File: src/rtl/minute_alarm_pkg.sv
package minute_alarm_pkg;

  typedef enum logic [1:0] {
    ADDR_MIN  = 2'd0,
    ADDR_HOUR = 2'd1,
    ADDR_MASK = 2'd2,
    ADDR_CTL  = 2'd3
  } almAddr_t;

  localparam int CTL_EN_BIT  = 0;
  localparam int CTL_CLR_BIT = 1;

  typedef struct packed {
    logic ldMin;
    logic ldHour;
    logic ldMask;
    logic ldCtl;
    logic clrFlag;
    logic setFlag;
  } almStrobe_t;

endpackage

File: src/rtl/minute_alarm_ctrl.sv
module minute_alarm_ctrl
  import minute_alarm_pkg::*;
(
  input  logic       wrEn,
  input  logic [1:0] wrAddr,
  input  logic       clrBit,
  input  logic       minTick,
  input  logic       hit,
  output almStrobe_t strobe
);

  always_comb begin
    strobe         = '0;
    strobe.ldMin   = wrEn && (wrAddr == ADDR_MIN);
    strobe.ldHour  = wrEn && (wrAddr == ADDR_HOUR);
    strobe.ldMask  = wrEn && (wrAddr == ADDR_MASK);
    strobe.ldCtl   = wrEn && (wrAddr == ADDR_CTL);
    strobe.clrFlag = strobe.ldCtl && clrBit;
    strobe.setFlag = minTick && hit;
  end

endmodule

File: src/rtl/minute_alarm_dp.sv
module minute_alarm_dp
  import minute_alarm_pkg::*;
#(
  parameter int DATA_W = 8,
  parameter int DAYS   = 7,
  parameter int DAY_W  = 3
) (
  input  logic              clk,
  input  logic              rstN,
  input  almStrobe_t        strobe,
  input  logic [DATA_W-1:0] wrData,
  input  logic [DATA_W-1:0] curMin,
  input  logic [DATA_W-1:0] curHour,
  input  logic [DAY_W-1:0]  curDay,
  input  logic [1:0]        rdAddr,
  output logic              hit,
  output logic              alarmFlag,
  output logic              alarmEn,
  output logic              irq,
  output logic [DATA_W-1:0] rdData
);

  logic [DATA_W-1:0] almMin, almHour;
  logic [DAYS-1:0]   almMask;
  logic [DAYS-1:0]   dayMatch;

  always_ff @(posedge clk) begin
    if (!rstN) begin
      almMin    <= '0;
      almHour   <= '0;
      almMask   <= '0;
      alarmEn   <= 1'b0;
      alarmFlag <= 1'b0;
    end else begin
      if (strobe.ldMin)  almMin  <= wrData;
      if (strobe.ldHour) almHour <= wrData;
      if (strobe.ldMask) almMask <= wrData[DAYS-1:0];
      if (strobe.ldCtl)  alarmEn <= wrData[CTL_EN_BIT];
      if (strobe.setFlag)      alarmFlag <= 1'b1;
      else if (strobe.clrFlag) alarmFlag <= 1'b0;
    end
  end

  for (genvar d = 0; d < DAYS; d++) begin : g_day
    assign dayMatch[d] = almMask[d] && (curDay == DAY_W'(d));
  end

  assign hit = (curMin == almMin) && (curHour == almHour) && (|dayMatch);
  assign irq = alarmFlag && alarmEn;

  always_comb begin
    unique case (rdAddr)
      ADDR_MIN:  rdData = almMin;
      ADDR_HOUR: rdData = almHour;
      ADDR_MASK: rdData = {{(DATA_W-DAYS){1'b0}}, almMask};
      default:   rdData = {{(DATA_W-2){1'b0}}, alarmFlag, alarmEn};
    endcase
  end

endmodule

File: src/rtl/minute_alarm.sv
module minute_alarm
  import minute_alarm_pkg::*;
#(
  parameter  int DATA_W = 8,
  parameter  int DAYS   = 7,
  localparam int DAY_W  = $clog2(DAYS + 1)
) (
  input  logic              clk,
  input  logic              rstN,
  input  logic              minTick,
  input  logic [DATA_W-1:0] curMin,
  input  logic [DATA_W-1:0] curHour,
  input  logic [DAY_W-1:0]  curDay,
  input  logic              wrEn,
  input  logic [1:0]        wrAddr,
  input  logic [DATA_W-1:0] wrData,
  input  logic [1:0]        rdAddr,
  output logic [DATA_W-1:0] rdData,
  output logic              irq
);

  almStrobe_t strobe;
  logic       hit;
  logic       alarmFlag;
  logic       alarmEn;

  minute_alarm_ctrl u_ctrl (
    .wrEn    (wrEn),
    .wrAddr  (wrAddr),
    .clrBit  (wrData[CTL_CLR_BIT]),
    .minTick (minTick),
    .hit     (hit),
    .strobe  (strobe)
  );

  minute_alarm_dp #(.DATA_W(DATA_W), .DAYS(DAYS), .DAY_W(DAY_W)) u_dp (
    .clk       (clk),
    .rstN      (rstN),
    .strobe    (strobe),
    .wrData    (wrData),
    .curMin    (curMin),
    .curHour   (curHour),
    .curDay    (curDay),
    .rdAddr    (rdAddr),
    .hit       (hit),
    .alarmFlag (alarmFlag),
    .alarmEn   (alarmEn),
    .irq       (irq),
    .rdData    (rdData)
  );

endmodule

File: config.mk
export PLATFORM = sky130hd
export DESIGN_NAME = minute_alarm
export DESIGN_NICKNAME = d
export VERILOG_FILES = /design/src/rtl/minute_alarm_pkg.sv /design/src/rtl/minute_alarm_ctrl.sv /design/src/rtl/minute_alarm_dp.sv /design/src/rtl/minute_alarm.sv
export SDC_FILE = /design/constraint.sdc
export NUM_CORES = 1
export LEC_CHECK = 0
export ABC_AREA = 1
export BUFFER_PORTS_ARGS = -buffer_cell sky130_fd_sc_hd__buf_2
export CORE_MARGIN = 1
export CORE_UTILIZATION = 51
export CTS_BUF_LIST = sky130_fd_sc_hd__clkbuf_16
export CTS_CLUSTER_SIZE = 28
export DETAILED_ROUTE_END_ITERATION = 7
export GPL_TIMING_DRIVEN = 1
export PLACE_DENSITY = 0.79
export SKIP_LAST_GASP = 1
export SLEW_MARGIN = 10
export SYNTH_ARGS = -nofsm -noshare
export SYNTH_HDL_FRONTEND = slang
export SYNTH_HIERARCHICAL = 1
export SYNTH_SLANG_ARGS = --single-unit
export TNS_END_PERCENT = 50
File: constraint.sdc
create_clock -name clk -period 1.3 [get_ports clk]
set_input_delay 0.13 -clock clk [delete_from_list [all_inputs] [get_ports clk]]
set_output_delay 0.13 -clock clk [all_outputs]
set_load 0.02 [all_outputs]
==> metrics <==
Cells on Worst Hold Path=3; leading cell types by count after synthesis=75 x nand2_1, 48 x inv_1, 26 x nor2_1; total routing resource utilization after global routing=between 20% and 30%; weighted congestion at the end of routability-driven global placement=between 0.8 and 0.9; count of non-filler cells in the finished layout=326; fraction of layout cells with a size suffix above 1=a little under a quarter; count of buffers from port buffering=43; average wire per standard cell=approximately 11 microns; effective utilization at floorplan=between 50% and 60%; net count of the mapped netlist=approximately 280; number of clock buffers inserted by TritonCTS=3; beginning of the worst hold path=wrData[5]; type of the tightest min-delay check=primary input to flip-flop; fin util=around two thirds; Crit. End Element=primary output; maximum number of pins on one net before global-route repair=26; CTS HTree Levels=1; setup skew after layout=0.966 ps; fraction of the mapped netlist area in compound gates=20.5%; adder-cell share of the synthesized area=0%; endpoint of the worst-slack reg-to-reg timing path=u_dp/alarmFlag; r2r setup slk=100 ps; most instantiated library cell after synthesis=nand2_1; highest clock frequency the design can meet=818 MHz; dominant combinational cell family by area after synthesis=simple AND/OR/NAND/NOR gates; Tmin final=roughly 1200 ps; Max-cap violations=0; final net count=~330; first-pass GRT wire length=between 6 and 7 mm; total negative slack for setup checks=0 ps; mean area per synthesized cell=a little under 6 sq um; First DRT Iteration DRCs=between 90 and 100; multiplexer share of the synthesized area=0%; floorplan die height=55.6 microns; first drt pass iteration count=4; hold violation total from the final report=0; placeable core region=2730 sq um; largest fanout on the critical path=2; clock root buffer=clkbuf_16; DPL Wire Length=2.72 mm; share of flip-flops with an asynchronous set or reset=0%; Final setup viols=0; RSZ-0062 raised after global routing=yes; highest ir drop seen on vdd=between 600 and 700 uV; outcome=finished clean; final cell area excluding filler cells=~1800 sq um; cell area after synthesis=1470 sq um; fin. max-slew vios=0; standard cell with the maximum stage delay on the critical path=dfxtp_2; floorplan die area=around 3100 sq um; EDFF count, synth=0; cell family with the largest share of critical-path delay=buffers and inverters; Critical Path Start=u_dp/almMin[5]; clock tree buffer depth=2; Routed WL=between 3 and 4 mm; Vias per Instance=roughly 4.9; kind of start point of the critical path=flip-flop; power per unit of standard cell area=between 1000 and 1500 nW/um^2; sequential area share after synthesis=around a third; required arrival time at the worst endpoint=~1200 ps; slowest cell delay on critical path=about 320 ps; number of distinct library cells after synthesis=17; cell type contributing the most total cell area after synthesis=dfxtp_1; crit path cell chain=inv_1, buf_4, o221ai_2, buf_4; DRT antenna net count=0; vias in the first global route=about 1,400; type of the worst setup path=flip-flop to primary output; Hold WS=around 130 ps; number of instances in the synthesized netlist=249; tightest slew margin relative to the limit=75.3%; buffers inserted during post-CTS setup optimization=0; number of antenna repair diodes=0; Static Leak=1.00 nW; hold-fix buffers at CTS=0; Final period util=a little over nine tenths; leading post-synthesis cells by cell area=dfxtp_1 34%, nand2_1 19%, inv_1 12%; growth of design area from synthesis to finish=24.5%; Worst Reg-to-Reg Cells=11; Residual DRC=0; warning count from the yosys run=6; latest clock arrival within the worst-skew pair=about 250 ps; worst reg2reg path startpoint=u_dp/almMin[1]; Worst path most repeated cell=buf_4; number of clock sinks=25; Reg clk slew, reported paths=about 60 ps; TritonCTS clock tree=done; instance area at placement=1730 sq um; data arrival time of the critical path=around 1100 ps; total global routing overflow=0; std cell rows=19; I/O pins=44; number of placed instances with taps included=~320; share of Yosys cell area claimed by the top area cell type=about 34%; share of the synthesized netlist area taken by xor and xnor gates=0%; dominant synthesized flop cell=dfxtp_1; total buffers and inverters traversed by the critical path=3; number of vias in the routed layout=about 1,600; fraction of the mapped netlist area in simple logic gates=between 20% and 30%; Die Wd=~56 microns; actual slew at the worst max-slew pin=approximately 370 ps; initial antenna violation count=0; end of the worst hold path=u_dp/almHour[5]; flip-flop and latch count after synthesis=25
[flip-flops by register name (all words and copies together), names as in the netlist]
register        flops
u_dp/almMask        7
u_dp/alarmFlag      1
u_dp/almHour        8
u_dp/almMin         8
u_dp/alarmEn        1
[worst min-delay path, cell delays in order]
cell    delay (ps)
buf_2           90
nor2_1          40
nor2_1          80
[area by class of cell]
type | instances | area (sq um)
Multi-Input combinational cell | 164 | 748
Sequential cell | 25 | 505
Clock inverter | 1 | 3.75
Timing Repair Buffer | 47 | 248
Clock buffer | 3 | 75.1
Tap cell | 31 | 38.8
Fill cell | 278 | 908
Inverter | 55 | 206
[metrics by stage]
step	power (mW)	worst slack [ps]
6_report	1.83	78.1
5_1_grt	1.92	-11.2
4_1_cts	1.83	22.2
3_5_place_dp	1.16	73.5
3_3_place_gp	1.16	124
2_1_floorplan	1.04	256
[cells in the final DEF (no fill, tap or decap), types with 5 or more instances in the layout]
cell type and n:
nor2_1 23, inv_2 7, nand2_1 75, buf_2 42, a21oi_1 21, dfxtp_1 21, nor2_2 6, inv_1 49
buf_4 5, o21ai_0 24
[routing by layer]
metal  part of all wire (%)  global-route usage (%)
met3                    6.6                    4.19
met5                      0                       0
met4                    1.0                    8.93
met2                     48                    41.3
met1                     44                    31.8
[what timing repair did]
item | CTS | global route
gates resized for setup | 0 | 9
setup endpoints to repair | 0 | 2
hold endpoints to repair | 0 | 0
[kinds of logic after synthesis]
family,after synthesis
compound gates,54
buf+inv,60
flops,25
simple gates,110
[worst max path at each step]
stage	slack [ps]	endpoint	cells after the start
finish	80	rdData[5]	4
floorplan	260	u_dp/alarmFlag	11
CTS	20	rdData[5]	4
detailed placement	70	u_dp/alarmFlag	11
global route	-10	u_dp/alarmFlag	11
global placement	120	u_dp/alarmFlag	11
[power breakdown]
group	switching [mW]	leakage (nW)	total [mW]	internal, mW
clock	0.256	0.0423	0.667	0.411
sequential	0.0231	0.206	0.829	0.806
combinational	0.206	0.751	0.335	0.129
total	0.485	1.00	1.83	1.35
Power figures use the tool's default switching activity.
